**src/rtl/eeprom_seq_pkg.sv**
```systemverilog
package eeprom_seq_pkg;

  typedef enum logic [2:0] {
    ST_IDLE,
    ST_WSETUP,
    ST_WPULSE,
    ST_WHOLD,
    ST_PGAP,
    ST_PREAD,
    ST_DONE
  } seq_state_e;

  typedef struct packed {
    logic ce_n;
    logic oe_n;
    logic we_n;
    logic drive;
  } strobe_t;

  localparam strobe_t STROBE_QUIET = '{ce_n: 1'b1, oe_n: 1'b1, we_n: 1'b1, drive: 1'b0};

  // Pin levels wanted for each sequencer state.
  function automatic strobe_t strobe_for(input seq_state_e s);
    strobe_t r;
    r = STROBE_QUIET;
    case (s)
      ST_WSETUP, ST_WHOLD: r = '{ce_n: 1'b0, oe_n: 1'b1, we_n: 1'b1, drive: 1'b1};
      ST_WPULSE:           r = '{ce_n: 1'b0, oe_n: 1'b1, we_n: 1'b0, drive: 1'b1};
      ST_PREAD:            r = '{ce_n: 1'b0, oe_n: 1'b0, we_n: 1'b1, drive: 1'b0};
      default:             r = STROBE_QUIET;
    endcase
    return r;
  endfunction

  // Budget rule: spent cycles (sampling cycle included) reach the limit.
  function automatic logic poll_limit_hit(input int unsigned spent, input int unsigned limit);
    return spent >= limit;
  endfunction

  function automatic int unsigned max_of(input int unsigned a, input int unsigned b);
    return (a > b) ? a : b;
  endfunction

endpackage

```
**src/rtl/eeprom_phase_timer.sv**
```systemverilog
module eeprom_phase_timer #(
  parameter int CNT_W = 8
) (
  input  logic             clk,
  input  logic             rst_n,
  input  logic             load,
  input  logic [CNT_W-1:0] load_val,
  output logic             phase_end
);
  logic [CNT_W-1:0] cnt_q;

  always_ff @(posedge clk or negedge rst_n) begin
    if (!rst_n) begin
      cnt_q <= '0;
    end else if (load) begin
      cnt_q <= load_val;
    end else if (cnt_q != '0) begin
      cnt_q <= cnt_q - 1'b1;
    end
  end

  assign phase_end = (cnt_q == '0);
endmodule

```
**src/rtl/eeprom_poll_timer.sv**
```systemverilog
module eeprom_poll_timer
  import eeprom_seq_pkg::*;
#(
  parameter int LIMIT = 1000
) (
  input  logic clk,
  input  logic rst_n,
  input  logic clear,
  input  logic run,
  output logic expired
);
  localparam int TW = $clog2(LIMIT + 1) + 1;
  localparam logic [TW-1:0] SAT = TW'(LIMIT);

  logic [TW-1:0] spent_q;

  always_ff @(posedge clk or negedge rst_n) begin
    if (!rst_n) begin
      spent_q <= '0;
    end else if (clear) begin
      spent_q <= '0;
    end else if (run && spent_q < SAT) begin
      spent_q <= spent_q + 1'b1;
    end
  end

  // The current cycle counts toward the budget.
  assign expired = poll_limit_hit(32'(spent_q) + 32'd1, 32'(LIMIT));
endmodule

```
**src/rtl/eeprom_strobe_reg.sv**
```systemverilog
module eeprom_strobe_reg
  import eeprom_seq_pkg::*;
(
  input  logic    clk,
  input  logic    rst_n,
  input  strobe_t nxt,
  output strobe_t cur
);
  always_ff @(posedge clk or negedge rst_n) begin
    if (!rst_n) begin
      cur <= STROBE_QUIET;
    end else begin
      cur <= nxt;
    end
  end
endmodule

```
**src/rtl/eeprom_bytewr_seq.sv**
```systemverilog
module eeprom_bytewr_seq
  import eeprom_seq_pkg::*;
#(
  parameter int ADDR_W      = 11,
  parameter int DATA_W      = 8,
  parameter int SETUP_CYC   = 3,
  parameter int PULSE_CYC   = 40,
  parameter int HOLD_CYC    = 3,
  parameter int GAP_CYC     = 2,
  parameter int READ_CYC    = 52,
  parameter int TIMEOUT_CYC = 2_500_000
) (
  input  logic              clk,
  input  logic              rst_n,
  input  logic              req_valid,
  output logic              req_ready,
  input  logic [ADDR_W-1:0] req_addr,
  input  logic [DATA_W-1:0] req_data,
  output logic              done_valid,
  output logic              done_timeout,
  output logic [ADDR_W-1:0] mem_addr,
  output logic              mem_ce_n,
  output logic              mem_oe_n,
  output logic              mem_we_n,
  output logic [DATA_W-1:0] bus_out,
  output logic              bus_oe,
  input  logic              poll_bit
);
  localparam int LEN_MAX = max_of(max_of(max_of(SETUP_CYC, PULSE_CYC), max_of(HOLD_CYC, GAP_CYC)), READ_CYC);
  localparam int CNT_W   = $clog2(LEN_MAX + 1);

  seq_state_e        state_q, state_d;
  logic              load;
  logic [CNT_W-1:0]  load_val;
  logic              phase_end;
  logic              accept;
  logic [ADDR_W-1:0] addr_q;
  logic [DATA_W-1:0] data_q;
  logic              tmo_q, tmo_d;
  strobe_t           strobe_cur;

  // Named internal events, used by the bound checker.
  logic poll_sample;
  logic poll_match;
  logic poll_expired;

  assign accept     = (state_q == ST_IDLE) && req_valid;
  assign poll_match = (poll_bit == data_q[DATA_W-1]);

  always_comb begin
    state_d     = state_q;
    load        = 1'b0;
    load_val    = '0;
    tmo_d       = tmo_q;
    poll_sample = 1'b0;
    case (state_q)
      ST_IDLE: begin
        if (req_valid) begin
          state_d  = ST_WSETUP;
          load     = 1'b1;
          load_val = CNT_W'(SETUP_CYC - 1);
        end
      end
      ST_WSETUP: begin
        if (phase_end) begin
          state_d  = ST_WPULSE;
          load     = 1'b1;
          load_val = CNT_W'(PULSE_CYC - 1);
        end
      end
      ST_WPULSE: begin
        if (phase_end) begin
          state_d  = ST_WHOLD;
          load     = 1'b1;
          load_val = CNT_W'(HOLD_CYC - 1);
        end
      end
      ST_WHOLD: begin
        if (phase_end) begin
          state_d  = ST_PGAP;
          load     = 1'b1;
          load_val = CNT_W'(GAP_CYC - 1);
        end
      end
      ST_PGAP: begin
        if (phase_end) begin
          state_d  = ST_PREAD;
          load     = 1'b1;
          load_val = CNT_W'(READ_CYC - 1);
        end
      end
      ST_PREAD: begin
        if (phase_end) begin
          poll_sample = 1'b1;
          if (poll_match) begin
            state_d = ST_DONE;
            tmo_d   = 1'b0;
          end else if (poll_expired) begin
            state_d = ST_DONE;
            tmo_d   = 1'b1;
          end else begin
            state_d  = ST_PGAP;
            load     = 1'b1;
            load_val = CNT_W'(GAP_CYC - 1);
          end
        end
      end
      ST_DONE: state_d = ST_IDLE;
      default: state_d = ST_IDLE;
    endcase
  end

  always_ff @(posedge clk or negedge rst_n) begin
    if (!rst_n) begin
      state_q <= ST_IDLE;
      addr_q  <= '0;
      data_q  <= '0;
      tmo_q   <= 1'b0;
    end else begin
      state_q <= state_d;
      tmo_q   <= tmo_d;
      if (accept) begin
        addr_q <= req_addr;
        data_q <= req_data;
      end
    end
  end

  eeprom_phase_timer #(.CNT_W(CNT_W)) u_phase (
    .clk      (clk),
    .rst_n    (rst_n),
    .load     (load),
    .load_val (load_val),
    .phase_end(phase_end)
  );

  eeprom_poll_timer #(.LIMIT(TIMEOUT_CYC)) u_budget (
    .clk    (clk),
    .rst_n  (rst_n),
    .clear  (state_q == ST_WHOLD),
    .run    ((state_q == ST_PGAP) || (state_q == ST_PREAD)),
    .expired(poll_expired)
  );

  eeprom_strobe_reg u_pins (
    .clk  (clk),
    .rst_n(rst_n),
    .nxt  (strobe_for(state_d)),
    .cur  (strobe_cur)
  );

  assign mem_ce_n     = strobe_cur.ce_n;
  assign mem_oe_n     = strobe_cur.oe_n;
  assign mem_we_n     = strobe_cur.we_n;
  assign bus_oe       = strobe_cur.drive;
  assign bus_out      = data_q;
  assign mem_addr     = addr_q;
  assign req_ready    = (state_q == ST_IDLE);
  assign done_valid   = (state_q == ST_DONE);
  assign done_timeout = tmo_q;
endmodule

```
**config.mk**
```make
export PLATFORM = sky130hd
export DESIGN_NAME = eeprom_bytewr_seq
export DESIGN_NICKNAME = d
export VERILOG_FILES = /design/src/rtl/eeprom_seq_pkg.sv /design/src/rtl/eeprom_phase_timer.sv /design/src/rtl/eeprom_poll_timer.sv /design/src/rtl/eeprom_strobe_reg.sv /design/src/rtl/eeprom_bytewr_seq.sv
export SDC_FILE = /design/constraint.sdc
export NUM_CORES = 1
export LEC_CHECK = 0
export CORE_UTILIZATION = 56
export CTS_BUF_LIST = sky130_fd_sc_hd__clkbuf_8
export DETAILED_ROUTE_END_ITERATION = 12
export PLACE_DENSITY = 0.89
export SYNTH_ARGS = -nofsm -noshare
export SYNTH_HDL_FRONTEND = slang
export SYNTH_SLANG_ARGS = --single-unit
export TNS_END_PERCENT = 1
```
**constraint.sdc**
```tcl
create_clock -name clk -period 3.4 [get_ports clk]
set_clock_uncertainty 0.2 [all_clocks]
set_input_delay 0.68 -clock clk [delete_from_list [all_inputs] [get_ports clk]]
set_output_delay 0.68 -clock clk [all_outputs]
set_load 0.05 [all_outputs]
```
==> qor.txt <==
vias in the first global route - 2,658
status - completed
Final Critical Period - 2994 ps
Post-synth EDFFs - 0
Min-Delay Path Class - in -> async
first-pass GRT wire length - 12,190 um
# setup viols final - 0
die span in y - 78.77 um
via count - 2,789
Async SR Flop Fraction - 100.0%
post-layout net count - 404
postcts setup bufs - 0
Yosys reg bits - 56
CTS Root Cell - clkbuf_8
crit start category - flip-flop
Worst Path Max Fanout - 20
max_cap viols - 0
CTS resizes - 0
clk sink count - 56
maximum clock rate - 334.0 MHz
starting density of the core - 58.86%
final hold vios - 0
PortBufs - 48
dpl cells - 443
die area - 6205 um^2
Placer Congestion - 0.9089
die width - 78.77 um
fin cells - 451
syn avg cell area - 9.679 um^2
Clk pin slew, worst setup/hold paths - 110 ps
Post-Syn Nets - 367
TritonRoute pass-1 iters - 4
H-tree depth - 2
Final HPWL DP - 5155 um
number of nets with antenna violations after routing - 0
Tot Pwr - 0.001103 W
synth-to-layout area growth - 16.22%
layout cells sized above 1 - 15.04%
most frequent cells in the layout - 53 x dfrtp_1, 47 x clkdlybuf4s50_1, 32 x nor2_1
Core ar. - 5608 um^2
CTS Buf Count - 5
Starting DRT DRC Count - 220
worst vdd rail ir drop - 0.2162 mV
Worst-Skew Late Latency - 320 ps
critical path class - reg -> out
Final Core Density - 68.41%
Most used DFF post-synth - dfrtp_1
ANT cells - 0
number of distinct library cells after synthesis - 65
Rows - 27
num ports - 49
hold buffers post-CTS - 0
Crit path required time - 2520 ps
Pwr Density - 287.5 nW/um^2
remaining global-route overflow - 0
worst slew pin tran - 683.5 ps
DRC Markers - 0
Wirelength per Cell - 15.85 um
largest net degree at the start of global routing - 41
Seq/Total Area, Yosys - 42.57%
RSZ-0062 raised after global routing - false
Min Hold Slack - 189.1 ps
nature of the critical path endpoint - primary output
CTS tree - built
Routed WL - 7147 um
Yosys Warn Count - 0
initial antenna violation count - 0
final setup TNS - 0 ps
Mapped Cells - 341
relative slew slack - 54.44%
Lkg Pwr - 1.576 nW
commonest non-fill, non-tap cell in the layout - dfrtp_1
clock tree buffer depth - 2
Post-Syn Area - 3301 um^2
GRT Overall Usage - 24.95%
Via density - 6.184
Worst EP arrival - 2110 ps
Pins Over Slew Limit - 0
Final Cycle Share - 88.06%
[report_power, final]
group	switching, W	internal [W]	total, W
Sequential	0	0.000666	0.000666
Combinational	0.0000182	0.0000235	0.0000417
Clock	0.000243	0.000152	0.000395
[worst max-delay path, cell delays in order (launching register included)]
cell	delay [ps]
dfrtp_1	730
nand2_1	140
nor2_1	110
clkdlybuf4s50_1	810
[final timing paths]
path	startpoint	end	slack [ps]	cells past startpoint
worst max-delay path	state_q[2]	done_valid	410	3
worst min-delay path	rst_n	u_phase.cnt_q[0]	190	1
worst max register to register	u_budget.spent_q[0]	done_timeout	460	9
worst min register to register	mem_addr[6]	mem_addr[6]	310	1
max in group asynchronous	rst_n	u_budget.spent_q[17]	2170	2
min in group clk	mem_addr[6]	mem_addr[6]	310	1
[per-layer routing]
layer | vias up | global-route usage, % | share of wire, %
li1 | 1320 | - | -
met5 | - | 0 | 0
met3 | 14 | 4.253 | 6.1
met2 | 109 | 41.22 | 49
met1 | 1346 | 32.46 | 43
met4 | 0 | 10.19 | 1.7
[cell usage after synthesis (7+ instances only)]
master	number	area share [%]
a21oi_1	21	3.2
xnor2_1	10	2.7
o31ai_1	9	2.0
o21ai_0	19	2.9
nor2_1	32	3.6
mux2_2	20	6.8
dfrtp_1	53	40
nor3_1	9	1.4
nand2_1	25	2.8
o21ai_1	10	1.5
clkbuf_1	7	0.80
nand3_1	13	2.0
[cell type report]
cell class / instances / area, um^2
flip-flops and latches: 56 / 1405
multi-input cells: 255 / 1702
repair buffers: 54 / 520.5
inverters: 6 / 22.52
clock buffers: 5 / 68.82
clock inverters: 3 / 27.53
fillers: 469 / 1772
well taps: 72 / 90.09
[metrics by stage]
stage	cell area, um^2	setup slack, ps
after floorplan	3301	259.6
after global placement	3740	592.0
after detailed placement	3740	511.5
after CTS	3836	411.5
after global routing	3836	282.5
final	3836	406.0
[logic make-up (layout without fill, tap and decap cells)]
group	after synthesis	count (layout)	share of synthesized area, %
buffers and inverters	30	68	5.875
flip-flops	56	56	42.57
multiplexers	21	21	7.127
XOR/XNOR	14	14	3.715
AO/OA/AOI/OAI	92	92	18.42
adder cells (fa/ha/maj)	3	3	1.137
AND/OR/NAND/NOR	125	125	21.15
[registers in the layout (all words and copies together), names as in the netlist]
register / cells
bus_out: 8
mem_addr: 11
done_timeout: 1
u_phase.cnt_q: 6
u_budget.spent_q: 23
u_pins.cur: 4
state_q: 3
(Power assumes the default switching activity.)
